[src/rtl/adc_regif_pkg.sv]
package adc_regif_pkg;

  typedef enum logic [1:0] {
    RA_CTRL = 2'd0,
    RA_DLO  = 2'd1,
    RA_DHI  = 2'd2,
    RA_NONE = 2'd3
  } reg_addr_e;

  localparam int unsigned FLAG_BIT  = 7;
  localparam int unsigned IE_BIT    = 6;
  localparam int unsigned ALIGN_BIT = 5;

  typedef struct packed {
    logic       ie;
    logic       align;
    logic [2:0] sel;
  } ctrl_t;

endpackage

[src/rtl/adc_prescaler.sv]
module adc_prescaler #(
  parameter int unsigned SEL_W = 3,
  localparam int unsigned CNT_W = (1 << SEL_W) - 1
) (
  input  logic             clk,
  input  logic             rst,
  input  logic [SEL_W-1:0] sel,
  input  logic             restart,
  output logic             clk_en
);

  logic [CNT_W:0]   div_w;
  logic [CNT_W-1:0] limit;
  logic [CNT_W-1:0] cnt_q;
  logic             en_q;

  // code 0 repeats divide-by-2, otherwise divide by 2**sel
  always_comb begin
    if (sel == '0) div_w = (CNT_W+1)'(2);
    else           div_w = (CNT_W+1)'(1) << sel;
    limit = CNT_W'(div_w - (CNT_W+1)'(1));
  end

  always_ff @(posedge clk) begin
    if (rst) begin
      cnt_q <= '0;
      en_q  <= 1'b0;
    end else if (restart) begin
      cnt_q <= '0;
      en_q  <= 1'b0;
    end else if (cnt_q == limit) begin
      cnt_q <= '0;
      en_q  <= 1'b1;
    end else begin
      cnt_q <= cnt_q + CNT_W'(1);
      en_q  <= 1'b0;
    end
  end

  assign clk_en = en_q;

endmodule

[src/rtl/adc_irq_flag.sv]
module adc_irq_flag (
  input  logic clk,
  input  logic rst,
  input  logic set,
  input  logic ack,
  input  logic w1c,
  input  logic ie,
  input  logic gie,
  output logic flag,
  output logic irq
);

  logic flag_q;
  logic irq_q;

  always_ff @(posedge clk) begin
    if (rst) begin
      flag_q <= 1'b0;
      irq_q  <= 1'b0;
    end else begin
      // a completion outranks any clear in the same cycle
      if (set)             flag_q <= 1'b1;
      else if (ack || w1c) flag_q <= 1'b0;
      irq_q <= flag_q && ie && gie;
    end
  end

  assign flag = flag_q;
  assign irq  = irq_q;

endmodule

[src/rtl/adc_result_fmt.sv]
module adc_result_fmt #(
  parameter int unsigned RES_W  = 10,
  parameter int unsigned BYTE_W = 8,
  localparam int unsigned WORD_W = 2 * BYTE_W,
  localparam int unsigned PAD_W  = WORD_W - RES_W
) (
  input  logic              clk,
  input  logic              rst,
  input  logic              load,
  input  logic [RES_W-1:0]  din,
  input  logic              align,
  output logic [RES_W-1:0]  stored,
  output logic [BYTE_W-1:0] lo,
  output logic [BYTE_W-1:0] hi
);

  logic [RES_W-1:0]  res_q;
  logic [WORD_W-1:0] word;

  always_ff @(posedge clk) begin
    if (rst)       res_q <= '0;
    else if (load) res_q <= din;
  end

  // formatting is applied on read, so an alignment change needs no new sample
  always_comb begin
    if (align) word = {res_q, {PAD_W{1'b0}}};
    else       word = {{PAD_W{1'b0}}, res_q};
  end

  assign stored = res_q;
  assign lo     = word[BYTE_W-1:0];
  assign hi     = word[WORD_W-1:BYTE_W];

endmodule

[src/rtl/adc_regif.sv]
module adc_regif
  import adc_regif_pkg::*;
#(
  parameter int unsigned RES_W  = 10,
  parameter int unsigned BYTE_W = 8,
  parameter int unsigned SEL_W  = 3
) (
  input  logic              clk,
  input  logic              rst,
  input  logic [1:0]        cpu_addr,
  input  logic              cpu_wr,
  input  logic [BYTE_W-1:0] cpu_wdata,
  output logic [BYTE_W-1:0] cpu_rdata,
  input  logic              conv_done,
  input  logic [RES_W-1:0]  conv_result,
  input  logic              gie,
  input  logic              irq_ack,
  output logic              adc_clk_en,
  output logic              irq
);

  ctrl_t             ctrl_q;
  logic              wr_ctrl;
  logic              w1c;
  logic              sel_change;
  logic              flag_q;
  logic              ie_w;
  logic              align_w;
  logic [RES_W-1:0]  res_q;
  logic [BYTE_W-1:0] lo_byte;
  logic [BYTE_W-1:0] hi_byte;
  logic              unused_wbits;

  assign wr_ctrl    = cpu_wr && (reg_addr_e'(cpu_addr) == RA_CTRL);
  assign w1c        = wr_ctrl && cpu_wdata[FLAG_BIT];
  assign sel_change = wr_ctrl && (cpu_wdata[SEL_W-1:0] != ctrl_q.sel);
  assign unused_wbits = ^cpu_wdata[ALIGN_BIT-1:SEL_W];

  always_ff @(posedge clk) begin
    if (rst) begin
      ctrl_q <= '0;
    end else if (wr_ctrl) begin
      ctrl_q.ie    <= cpu_wdata[IE_BIT];
      ctrl_q.align <= cpu_wdata[ALIGN_BIT];
      ctrl_q.sel   <= cpu_wdata[SEL_W-1:0];
    end
  end

  assign ie_w    = ctrl_q.ie;
  assign align_w = ctrl_q.align;

  adc_prescaler #(.SEL_W(SEL_W)) u_presc (
    .clk     (clk),
    .rst     (rst),
    .sel     (ctrl_q.sel),
    .restart (sel_change),
    .clk_en  (adc_clk_en)
  );

  adc_irq_flag u_flag (
    .clk  (clk),
    .rst  (rst),
    .set  (conv_done),
    .ack  (irq_ack),
    .w1c  (w1c),
    .ie   (ie_w),
    .gie  (gie),
    .flag (flag_q),
    .irq  (irq)
  );

  adc_result_fmt #(.RES_W(RES_W), .BYTE_W(BYTE_W)) u_fmt (
    .clk    (clk),
    .rst    (rst),
    .load   (conv_done),
    .din    (conv_result),
    .align  (align_w),
    .stored (res_q),
    .lo     (lo_byte),
    .hi     (hi_byte)
  );

  always_comb begin
    cpu_rdata = '0;
    unique case (reg_addr_e'(cpu_addr))
      RA_CTRL: begin
        cpu_rdata[FLAG_BIT]    = flag_q;
        cpu_rdata[IE_BIT]      = ctrl_q.ie;
        cpu_rdata[ALIGN_BIT]   = ctrl_q.align;
        cpu_rdata[SEL_W-1:0]   = ctrl_q.sel;
      end
      RA_DLO:  cpu_rdata = lo_byte;
      RA_DHI:  cpu_rdata = hi_byte;
      RA_NONE: cpu_rdata = '0;
    endcase
  end

endmodule

[config.mk]
export PLATFORM = sky130hd
export DESIGN_NAME = adc_regif
export DESIGN_NICKNAME = d
export VERILOG_FILES = /design/src/rtl/adc_regif_pkg.sv /design/src/rtl/adc_prescaler.sv /design/src/rtl/adc_irq_flag.sv /design/src/rtl/adc_result_fmt.sv /design/src/rtl/adc_regif.sv
export SDC_FILE = /design/constraint.sdc
export NUM_CORES = 1
export LEC_CHECK = 0
export CORE_ASPECT_RATIO = 0.5
export CORE_MARGIN = 10
export CORE_UTILIZATION = 40
export CTS_CLUSTER_DIAMETER = 60
export DETAILED_ROUTE_END_ITERATION = 16
export DONT_BUFFER_PORTS = 1
export GPL_TIMING_DRIVEN = 1
export SLEW_MARGIN = 20
export SYNTH_ARGS = -nofsm -noshare
export SYNTH_HDL_FRONTEND = slang
export SYNTH_SLANG_ARGS = --single-unit
[constraint.sdc]
create_clock -name clk -period 2.3 [get_ports clk]
set_input_delay 0.23 -clock clk [delete_from_list [all_inputs] [get_ports clk]]
set_output_delay 0.23 -clock clk [all_outputs]
set_load 0.05 [all_outputs]
**Word level (Yosys, flattened, before mapping)**

Index checks and enable logic that the tools add are counted.

- Reductions and logical operators: 11
- Mux-type cells: 8
- $add $sub $neg: 2
- Shift operators: 1
- Equality and inequality tests: 5

Operators by type and width:

| cell | number |
|---|---|
| case mux 3 bit (4 select lines) | 2 |
| 2-to-1 mux 16 bit | 1 |
| adder 7 x 1 -> 7 bit (second input constant) | 1 |
| equality test 7 bit | 1 |
| 2-to-1 mux 7 bit | 1 |
| << shifter 1 x 3 -> 7 bit (first input constant) | 1 |
| subtractor 7 x 1 -> 7 bit (second input constant) | 1 |
| logical AND 1 bit | 5 |
| equality test 2 bit (second input constant) | 2 |
| case mux 2 bit (2 select lines) | 1 |
| logical NOT 3 bit | 1 |
| 2-to-1 mux 1 bit | 3 |
| != test 3 bit | 1 |
| OR reduction 3 bit | 1 |
| equality test 2 x 1 -> 1 bit (second input constant) | 1 |
| logical NOT 2 bit | 1 |
| nonzero test 2 bit | 1 |
| OR reduction 2 bit | 1 |
| logical OR 1 bit | 1 |

- Bits of input ports: 26
- Register bits: 25
- Logic and storage cells: 35

**Depth between registers and ports, before layout**

- Word-level depth: 6
- Gate-level depth with buffers: 9
- Depth with buffers taken out: 7

**Cells and area by module**

Synthesis repeated with hierarchy kept, for this count alone.

- Cells, all modules: 167
- Area, all modules: 1530.2 um^2

Modules (own cells, without submodules):

| module | seq. area each (um^2) | area each (um^2) | instances | cells each |
|---|---|---|---|---|
| adc_result_fmt | 200.2 | 510.5 | 1 | 50 |
| adc_prescaler | 160.2 | 491.7 | 1 | 52 |
| adc_regif | 100.1 | 460.4 | 1 | 59 |
| adc_irq_flag | 40.0 | 67.6 | 1 | 6 |

**Least setup slack after synthesis**

Ideal clock, no wire load.

- Kind: input port to output port
- From: input cpu_addr[1]
- To: output cpu_rdata[6]
- Setup slack: 0.073 ns
- Arrival: 1.997 ns
- Required time: 2.070 ns
- Cell stages on the path: 6
- Cells stage by stage: inv_1 -> ha_1 -> clkbuf_1 -> a22o_1 -> a21oi_1 -> o21ai_0

- Longest elaborated chain between the ends: 2
- Elaborated cells between the ends (all ways): 5

Ends and longest elaborated chain:

| item | line | text |
|---|---|---|
| from (decl) | adc_regif.sv:10 | `input logic [1:0] cpu_addr,` |
| equality test 2 bit, or another cell as far along | adc_regif.sv:85 | `unique case (reg_addr_e'(cpu_addr))` |
| case mux 3 bit (4 select lines) * | adc_regif.sv:85 |  |
| to (decl) | adc_regif.sv:13 | `output logic [BYTE_W-1:0] cpu_rdata,` |

Mark *: on every way between the ends. The rest lies on a longest branch, timed or not.

**Final worst setup path**

- From: register align_w (netlist name)
- To: output cpu_rdata[7]

- Longest elaborated chain between the ends: 2

Ends and longest elaborated chain:

| item | line | text |
|---|---|---|
| 2-to-1 mux 16 bit | adc_result_fmt.sv:27 | `if (align) word = {res_q, {PAD_W{1'b0}}};` |
| case mux 3 bit (4 select lines) | adc_regif.sv:85 |  |

No other way between the ends.

==> flow_summary_export.csv <==
group,metric,value,unit
status,status,"complete, no violations",
place,gp_congestion,0.761,
floorplanning,rows,15,
cells_and_area,drive_gt1_frac,0.0915,
place,dp_slack,516,ps
min_path,hp-class,"input port to flip-flop",
synth,seq_area_frac_synth,0.358,
synth,ys.warnings.count,0,
timing,tightestPinTransition,526,ps
floorplanning,coreArea,0.00340,mm2
cells_and_area,layout.nets,197,
timing,period_needed,1910,ps
power,vdd_drop_max,0.349,mV
worst_setup_path,cp.buffers_inverters,1,
clocking,clockRootBuffer,"clkbuf_8",
global_route,grt_remaining_overflow,0,
timing,hold_viol,0,
synth,synth_area_leader_cell,"dfxtp_1",
detailed_routing,drc,0,
floorplanning,ios,36,
worst_setup_path,r2r_cells,6,
power,p_leak,0.579,nW
floorplanning,initial_core_util,0.411,
timing,setup_viol,0,
global_route,grt_util_met3,0.0432,
timing,holdWs,25.0,ps
detailed_routing,via_per_inst,5.10,
worst_setup_path,worstPathRequired,2070,ps
timing,rsz0062_at_grt,"no",
timing,fin_ws,389,ps
worst_setup_path,crit_family,"compound AO/OA/AOI/OAI gates",
cells_and_area,diodes,0,
place,place.port_buffers,0,
timing,setup_tns,0,ps
worst_setup_path,cp_num_cells,4,
timing,timing.fmax,523,MHz
synth,synth_top_cell_area_share,0.358,
detailed_routing,final_antenna_net_count,0,
global_route,grtUsageMet1,0.107,
detailed_routing,wl_per_cell,14.1,um
synth,ys_seq_elements,25,
floorplanning,die_w,104,um
timing,min_period_over_period,0.831,
synth,synth_area,0.00140,mm2
worst_setup_path,critPathCaptureType,"output port",
clocking,clockBufferDepth,2,
job,maxCapViolations,0,
clocking,htreeDepth,1,
detailed_routing,vias,1096,
cells_and_area,nFillCells,356,
worst_setup_path,start_kind,"flip-flop",
cells_and_area,layout_common_cells,"25 x dfxtp_1, 18 x nor2_1, 13 x nand2_1",
clocking,postCtsSetupBuffers,0,
detailed_routing,drt_iter0_drc,62,
clocking,cts_tree,"yes",
global_route,grt.total_usage,0.0953,
min_path,min_delay_path_depth,1,
synth,syn_nets,196,
timing,max_slew_margin,0.652,
synth,ys_top_cells_by_area,"dfxtp_1 36%, mux2i_1 7.2%, ha_1 5.4%",
global_route,grt_use_met2,0.168,
worst_setup_path,cp.arrival,1680,ps
worst_setup_path,critPathMaxStageDelay,550,ps
global_route,antenna_found_initial,0,
cells_and_area,postLayoutCoreUtil,0.439,
clocking,clock_latency,260,ps
worst_setup_path,cp_max_fo,13,
detailed_routing,firstDrtPassIters,6,
clocking,cts_buffers,3,
worst_setup_path,path_cells,"inv_1 > nor2_1 > a311o_1 > o21a_1",
clocking,postCtsResizedCells,0,
clocking,cts-hold-fix-buffers,0,
synth,ys_types,37,
worst_setup_path,worstSetupPathType,"flip-flop to output port",
synth,syn_inst,164,
clocking,clkTransAtPathRegs,80,ps
detailed_routing,totalWireLength,3.03,mm
floorplanning,die_y,61.8,um
global_route,grt_start_max_net_pins,20,
place,placed_area,0.00145,mm2
cells_and_area,areaGrowthSynthToFinish,6.62,%
worst_setup_path,cp_slowest_cell,"dfxtp_1",
synth,avgSynthCellArea,8.52,um2
floorplanning,die-area,0.00640,mm2
timing,maxSlewViolCount,0,
global_route,grt_pass1_wl,5.11,mm
cells_and_area,fin_area,0.00149,mm2
worst_setup_path,reg2reg_setup_slack,520,ps
clocking,cts_sinks,25,
global_route,grt_pass1_vias,1024,
place,dp_hpwl,2.36,mm
global_route,grt_busiest_layer,"met2",
power,powerDensity,584,mW/mm2
cells_and_area,layout_commonest_cell,"dfxtp_1",
timing,fin_skew,2.80,ps
==> path summary, 6_finish.rpt <==
| kind | to | start |
|---|---|---|
| worst max-delay path | cpu_rdata[7] | align_w |
| worst min-delay path | ie_w | rst |
| worst max register to register | u_presc.clk_en | ctrl_q[0] |
| worst min register to register | ie_w | ie_w |
==> power by group <==
group | switching, W | total, W | leakage, nW | internal (W)
clock | 0.000131 | 0.000255 | 0.0228 | 0.000124
combinational | 0.0000832 | 0.000141 | 0.351 | 0.0000580
sequential | 0.0000217 | 0.000474 | 0.205 | 0.000453
==> through the flow <==
stage	total power, W	cells
after floorplan	0.000610	164
after global placement	0.000624	211
after detailed placement	0.000627	211
after CTS	0.000880	215
after global routing	0.000920	215
final	0.000871	215
==> cells by family after synthesis <==
logic type,share of synthesized area
compound gates,0.174
xor+xnor,0.0752
fa+ha+maj,0.0537
buf+inv,0.0734
flops,0.358
mux,0.0716
simple gates,0.194
==> routing by layer <==
metal / share of wire / vias to the layer above / wire [um]
met5: 0 / - / 0
met4: 0.0096 / 0 / 29
met3: 0.069 / 2 / 209
met2: 0.49 / 16 / 1480
met1: 0.43 / 509 / 1310
li1: - / 569 / -
==> registers in the layout (all words and copies together) (netlist names) <==
register	flops
align_w	1
ctrl_q	3
ie_w	1
u_flag.flag	1
u_flag.irq	1
u_fmt.stored	10
u_presc.clk_en	1
u_presc.cnt_q	7
==> cell type report <==
cell class	instances	area (um2)	area share
clock buffers	4	45.0	0.0302
inverters	9	33.8	0.0227
well taps	51	63.8	0.0428
repair buffers	7	52.6	0.0353
flip-flops and latches	25	500	0.336
multi-input cells	119	795	0.533
==> cells in the mapped netlist (all sizes together) <==
library cell,count
nor4,1
and2,2
clkbuf,5
ha,6
xnor2,8
nor2,19
and3,3
a21oi,10
nand2b,1
and4b,2
a311o,1
a31oi,3
o21a,2
a31o,1
buf,6
a22o,1
a211oi,9
nand3,12
nand3b,1
inv,9
dfxtp,25
a311oi,2
nand2,13
o2bb2ai,1
nor2b,1
mux2i,10
a22oi,1
o21ai,3
o22a,1
xor2,4
or3,1
Note: power is estimated with default switching activity, not from simulation.
